### src/rtl/ffa_pkg.sv
package ffa_pkg;
  typedef enum logic {KIND_MIR = 1'b0, KIND_NEG = 1'b1} fold_kind_e;

  // number of multiplier cells: unique coefficients split over two phases
  function automatic int cells_for(input int taps);
    return (((taps + 1) / 2) + 1) / 2;
  endfunction
endpackage

### src/rtl/ffa_fold_stage.sv
module ffa_fold_stage import ffa_pkg::*; #(
  parameter int TAPS = 7,
  parameter int DW = 12,
  parameter fold_kind_e KIND = KIND_MIR,
  localparam int FW = DW + 1,
  localparam int U = (TAPS + 1) / 2
) (
  input  logic                 clk,
  input  logic                 rst_n,
  input  logic                 en,
  input  logic                 push,
  input  logic                 pair,
  input  logic signed [DW-1:0] din,
  output logic signed [FW-1:0] fold_q [U]
);
  localparam int NF = TAPS / 2;
  localparam bit HAS_MID = (TAPS % 2) == 1;

  logic signed [DW-1:0] tap [TAPS-1];
  logic signed [DW-1:0] win [TAPS];
  logic signed [FW-1:0] fold_d [U];

  // history line: win[i] is the sample accepted i pushes before din
  assign win[0] = din;
  for (genvar i = 1; i < TAPS; i++) begin : g_win
    assign win[i] = tap[i-1];
  end

  always_ff @(posedge clk or negedge rst_n) begin
    if (!rst_n) begin
      for (int i = 0; i < TAPS-1; i++) tap[i] <= '0;
    end else if (en && push) begin
      tap[0] <= din;
      for (int i = 1; i < TAPS-1; i++) tap[i] <= tap[i-1];
    end
  end

  // pre-adder / pre-subtractor, one bit wider than the samples
  for (genvar p = 0; p < NF; p++) begin : g_fold
    logic signed [FW-1:0] a_x, b_x;
    assign a_x = {win[p][DW-1], win[p]};
    assign b_x = {win[TAPS-1-p][DW-1], win[TAPS-1-p]};
    if (KIND == KIND_MIR) begin : g_add
      assign fold_d[p] = a_x + b_x;
    end else begin : g_sub
      assign fold_d[p] = a_x - b_x;
    end
  end

  if (HAS_MID) begin : g_mid
    if (KIND == KIND_MIR) begin : g_keep
      assign fold_d[NF] = {win[NF][DW-1], win[NF]};
    end else begin : g_zero
      assign fold_d[NF] = '0;
    end
  end

  // snapshot of the folded window, taken with the second sample of a pair
  always_ff @(posedge clk or negedge rst_n) begin
    if (!rst_n) begin
      for (int i = 0; i < U; i++) fold_q[i] <= '0;
    end else if (en && pair) begin
      for (int i = 0; i < U; i++) fold_q[i] <= fold_d[i];
    end
  end

  if (HAS_MID && KIND == KIND_NEG) begin : g_chk_mid
    p_mid_zero_r3: assert property (@(posedge clk) disable iff (!rst_n)
      fold_q[NF] == '0);
  end

  p_line_hold_r6: assert property (@(posedge clk) disable iff (!rst_n)
    !en |=> $stable(tap[0]));
endmodule

### src/rtl/ffa_cell.sv
module ffa_cell #(
  parameter int FW = 13,
  parameter int CW = 8,
  parameter logic signed [CW-1:0] CE = '0,
  parameter logic signed [CW-1:0] CO = '0,
  localparam int PW = FW + CW + 1
) (
  input  logic                 clk,
  input  logic                 rst_n,
  input  logic                 en,
  input  logic                 ld,
  input  logic                 acc,
  input  logic signed [FW-1:0] fe,
  input  logic signed [FW-1:0] fo,
  output logic signed [PW-1:0] psum
);
  logic signed [FW-1:0]    opnd;
  logic signed [CW-1:0]    coef;
  logic signed [FW+CW-1:0] prod;

  // phase select: first clock takes the even pair, second the odd pair
  assign opnd = acc ? fo : fe;
  assign coef = acc ? CO : CE;
  assign prod = opnd * coef;

  always_ff @(posedge clk or negedge rst_n) begin
    if (!rst_n) begin
      psum <= '0;
    end else if (en) begin
      if (ld) psum <= PW'(prod);
      else if (acc) psum <= psum + PW'(prod);
    end
  end

  p_psum_hold_r6: assert property (@(posedge clk) disable iff (!rst_n)
    !en |=> $stable(psum));
endmodule

### src/rtl/sym_fold_fir.sv
module sym_fold_fir import ffa_pkg::*; #(
  parameter int TAPS = 7,
  parameter int DW = 12,
  parameter int CW = 8,
  parameter fold_kind_e KIND = KIND_MIR,
  parameter logic [((TAPS+1)/2)*CW-1:0] COEF = 32'h02FD0501,
  localparam int OW = DW + CW + 3 + $clog2(cells_for(TAPS))
) (
  input  logic                 clk,
  input  logic                 rst_n,
  input  logic                 s_valid,
  output logic                 s_ready,
  input  logic signed [DW-1:0] s_data,
  output logic                 m_valid,
  input  logic                 m_ready,
  output logic signed [OW-1:0] m_data
);
  localparam int U  = (TAPS + 1) / 2;
  localparam int M  = cells_for(TAPS);
  localparam int FW = DW + 1;
  localparam int PW = FW + CW + 1;

  logic en, take, odd_q, pair, c0, c1, c2;
  logic signed [FW-1:0] fold_q [U];
  logic signed [PW-1:0] psum [M];
  logic signed [OW-1:0] total;

  assign en      = !(m_valid && !m_ready);
  assign s_ready = en;
  assign take    = s_valid && en;
  assign pair    = take && odd_q;

  ffa_fold_stage #(.TAPS(TAPS), .DW(DW), .KIND(KIND)) u_fold (
    .clk(clk), .rst_n(rst_n), .en(en), .push(take), .pair(pair),
    .din(s_data), .fold_q(fold_q)
  );

  for (genvar j = 0; j < M; j++) begin : g_cell
    localparam int E = 2 * j;
    localparam int O = 2 * j + 1;
    logic signed [FW-1:0] fo_j;
    if (O < U) begin : g_two
      assign fo_j = fold_q[O];
      ffa_cell #(.FW(FW), .CW(CW), .CE(COEF[E*CW +: CW]), .CO(COEF[O*CW +: CW])) u_cell (
        .clk(clk), .rst_n(rst_n), .en(en), .ld(c0), .acc(c1),
        .fe(fold_q[E]), .fo(fo_j), .psum(psum[j])
      );
    end else begin : g_one
      assign fo_j = '0;
      ffa_cell #(.FW(FW), .CW(CW), .CE(COEF[E*CW +: CW]), .CO('0)) u_cell (
        .clk(clk), .rst_n(rst_n), .en(en), .ld(c0), .acc(c1),
        .fe(fold_q[E]), .fo(fo_j), .psum(psum[j])
      );
    end
  end

  always_comb begin
    total = '0;
    for (int j = 0; j < M; j++) total = total + {{(OW-PW){psum[j][PW-1]}}, psum[j]};
  end

  always_ff @(posedge clk or negedge rst_n) begin
    if (!rst_n) begin
      odd_q <= 1'b0; c0 <= 1'b0; c1 <= 1'b0; c2 <= 1'b0;
      m_valid <= 1'b0; m_data <= '0;
    end else if (en) begin
      if (take) odd_q <= ~odd_q;
      c0 <= pair;
      c1 <= c0;
      c2 <= c1;
      if (c2) begin
        m_data  <= total;
        m_valid <= 1'b1;
      end else begin
        m_valid <= 1'b0;
      end
    end
  end

  p_hold_r6: assert property (@(posedge clk) disable iff (!rst_n)
    (m_valid && !m_ready) |=> (m_valid && $stable(m_data)));
  p_snapshot_r1: assert property (@(posedge clk) disable iff (!rst_n)
    c0 |-> !pair);
  p_rise_r5: assert property (@(posedge clk) disable iff (!rst_n)
    $rose(m_valid) |-> $past(c2));
endmodule

### config.mk
export PLATFORM = sky130hd
export DESIGN_NAME = sym_fold_fir
export DESIGN_NICKNAME = d
export VERILOG_FILES = /design/src/rtl/ffa_pkg.sv /design/src/rtl/ffa_fold_stage.sv /design/src/rtl/ffa_cell.sv /design/src/rtl/sym_fold_fir.sv
export SDC_FILE = /design/constraint.sdc
export NUM_CORES = 1
export LEC_CHECK = 0
export BUFFER_PORTS_ARGS = -buffer_cell sky130_fd_sc_hd__buf_2
export CAP_MARGIN = 20
export CORE_MARGIN = 1
export CORE_UTILIZATION = 37
export CTS_CLUSTER_SIZE = 28
export DETAILED_ROUTE_END_ITERATION = 10
export MAX_ROUTING_LAYER = met4
export PLACE_DENSITY_LB_ADDON = 0.2
export SYNTH_ARGS = -nofsm -noshare
export SYNTH_HDL_FRONTEND = slang
export SYNTH_HIERARCHICAL = 1
export SYNTH_SLANG_ARGS = --single-unit
### constraint.sdc
create_clock -name clk -period 9.5 [get_ports clk]
set_input_delay 1.9 -clock clk [delete_from_list [all_inputs] [get_ports clk]]
set_output_delay 1.9 -clock clk [all_outputs]
set_load 0.02 [all_outputs]
==> results.py <==
metrics = {
    "run_status": {
        "status": "finished, final reports clean",
    },
    "cts": {
        "clkLatencyLatePin_ns": 0.47,
        "cts_setup_buffers": 0,
        "cts_hold_buf": 0,
        "cts_tree": "built",
        "root_buffer": "clkbuf_16",
        "cts-buffers-inserted": 17,
        "clock-sinks": 195,
        "clkTransAtPathRegs_ns": 0.07,
        "cts_resized": 0,
        "clockBufferDepth": 2,
        "h-tree-depth": 4,
    },
    "sta": {
        "period_share_pct": 73.6,
        "slew_headroom_pct": 26.5,
        "fin_setup_tns_ns": 0,
        "tightestPinTransition_ns": 1.10,
        "period_minus_slack_ns": 7.00,
        "rsz0062_at_grt": "no",
        "setup_viol": 0,
        "fmax_mhz": 143,
        "hold_violations": 0,
        "drv_slew": 0,
        "finClkSkew_ns": 0.0112,
    },
    "floorplan": {
        "die_x_um": 213,
        "initial_core_util_pct": 37.8,
        "num_rows": 76,
        "dieArea_um2": 45300,
        "core_area_um2": 43500,
        "pin_count": 42,
        "die_y_um": 213,
    },
    "yosys": {
        "ys_seq_area_share_pct": 29.7,
        "yosysTopAreaCell": "dfrtp_1",
        "synth.distinct_cells": 95,
        "synth-seq-cells": 195,
        "synth_top_area_share_pct": 29.7,
        "netlist_area_um2": 16400,
        "synth_edf_count": 0,
        "ys.flop_type": "dfrtp_1",
        "synth-async-reset-ratio_pct": 100,
        "syn_avg_cell_area_um2": 9.36,
        "synth_area_leaders": "dfrtp_1 (30%), ha_1 (12%), fa_1 (9.4%), mux2_2 (5.9%), nand2_1 (4.6%)",
        "yosys_warnings": 6,
        "synth_cells": 1757,
    },
    "grt": {
        "grt_pass1_wl_um": 66700,
        "antenna_found_initial": 0,
        "grt_max_degree": 81,
        "track_usage_pct": 19.2,
        "grt_pass1_vias": 12484,
        "grt-ovfl-total": 0,
    },
    "setup_path": {
        "r2r_start": "c1$_DFFE_PN0N_",
        "end_kind": "flip-flop",
        "startpoint": "c1$_DFFE_PN0N_",
        "worstPathRequired_ns": 9.84,
        "worstPathMaxFanout": 67,
        "startpoint_type": "flip-flop",
        "critPathKind": "flip-flop to flip-flop",
        "arrival_ns": 7.34,
        "r2r_slack_ns": 2.50,
    },
    "layout": {
        "finish.net_count": 2028,
        "seqCellArea_um2": 4880,
        "n_fill_cell": 4419,
        "final_common_cell": "nand2_1",
        "final_cell_mix": "nand2_1 (199), dfrtp_1 (193), ha_1 (160), inv_1 (134), a21oi_1 (112)",
        "antenna_cells": 0,
        "drive_gt1_share_pct": 12.4,
        "area_delta_synth_final_pct": 8.33,
        "multi_input_area_um2": 10800,
    },
    "routing": {
        "drtAntennaViolNets": 0,
        "first_iter_violations": 693,
        "first_pass_iters": 5,
        "post_drt_via_cell_ratio": 5.26,
        "avgRoutedWirePerCell_um": 16.8,
        "routed_wl_um": 39900,
        "num_vias": 12480,
        "drc": 0,
    },
    "placement": {
        "gp_congestion": 0.891,
        "port_buffers": 41,
        "place_hpwl_um": 31400,
    },
    "min_path": {
        "hold_path.class": "flip-flop to flip-flop",
        "min_from": "odd_q$_DFFE_PN0P_",
    },
    "run": {
        "max_cap_violations": 0,
    },
}
[worst max-delay path, stage by stage (launching register included)]
cell and delay [ns]:
dfrtp_2 0.43, buf_4 0.55, nor2b_1 0.33, fa_1 0.61
inv_1 0.05, fa_1 0.47, inv_1 0.05, fa_1 0.53
inv_1 0.05, fa_1 0.52, inv_1 0.04, ha_1 0.40
o21ai_1 0.09, nor2_1 0.27, o21a_1 0.16, nor2_1 0.05
xnor2_1 0.16, ha_1 0.41, nand3_1 0.22, nor3b_1 0.40
nor4_2 0.12, a21oi_4 0.24, a31oi_4 0.14, a21oi_4 0.21
mux2i_1 0.10, a211o_1 0.27
[path summary, 6_finish.rpt]
path                                                               end  cells past startpoint
setup / recovery           g_cell[1].g_two.u_cell/psum[19]$_DFFE_PN0P_                     25
hold / removal                                       odd_q$_DFFE_PN0P_                      1
setup reg to reg           g_cell[1].g_two.u_cell/psum[19]$_DFFE_PN0P_                     25
hold reg to reg                                      odd_q$_DFFE_PN0P_                      1
max in group asynchronous                               c1$_DFFE_PN0N_                      2
min in group asynchronous  g_cell[1].g_two.u_cell/psum[10]$_DFFE_PN0P_                      1
[stage by stage]
step | instance area [um^2] | setup slack, ns | hold slack [ns] | util (%) | instances
global placement | 17200 | 2.66 | 0.447 | 39.7 | 2341
global route | 17800 | 1.91 | 0.480 | 41.0 | 2372
floorplan | 16500 | 2.91 | 0.434 | - | 1764
detailed placement | 17200 | 2.56 | 0.455 | 39.7 | 2341
CTS | 17800 | 2.53 | 0.469 | 41.0 | 2372
finish | 17800 | 2.50 | 0.464 | 41.0 | 2372
[state kept, by name (all words and copies together) (netlist names)]
signal,flops
c0,1
c1,1
c2,1
g_cell.g_two.u_cell/psum,44
m_data,23
m_valid,1
odd_q,1
u_fold/fold_d,12
u_fold/fold_q,51
u_fold/g_fold.a_x,24
u_fold/g_fold.b_x,36
[Yosys cell counts, drive strengths merged, types with 16 or more instances]
cell type,n
nand2,201
dfrtp,195
ha,160
inv,135
o21ai,125
a21oi,118
nor2,92
mux2,87
fa,77
a21o,46
xor2,43
xnor2,42
nand3,34
clkbuf,33
a211oi,30
buf,27
nor3,27
nor2b,26
and2,25
nand4,20
o21a,20
a31oi,18
mux2i,16
[per-layer routing]
layer	global-route usage (%)	vias to the layer above	routed length, um
li1	-	6228	-
met1	25.8	6034	19900
met2	30.5	179	18200
met3	2.25	39	923
met4	5.66	0	824
met5	-	-	0
[kinds of logic (layout without fill, tap and decap cells)]
group,count (synthesis),after routing,synth area share [%]
simple gates,489,489,14.2
compound gates,450,450,18.4
fa+ha+maj,237,237,21.6
buf+inv,196,219,4.75
flops,195,195,29.7
mux,103,103,6.93
xor+xnor,85,85,4.53
other cells,2,9,0.0457
[area by class of cell]
class / count / share of cell area, %
inverter: 136 / 2.87
multi-input combinational: 1373 / 60.7
sequential: 195 / 27.4
clock buffer: 19 / 2.54
timing repair buffer: 52 / 1.66
clock inverter: 12 / 0.674
tap: 585 / 4.11
Power is not shown: default switching activity piles up to over one toggle a cycle in this logic, so the estimate is an artifact.
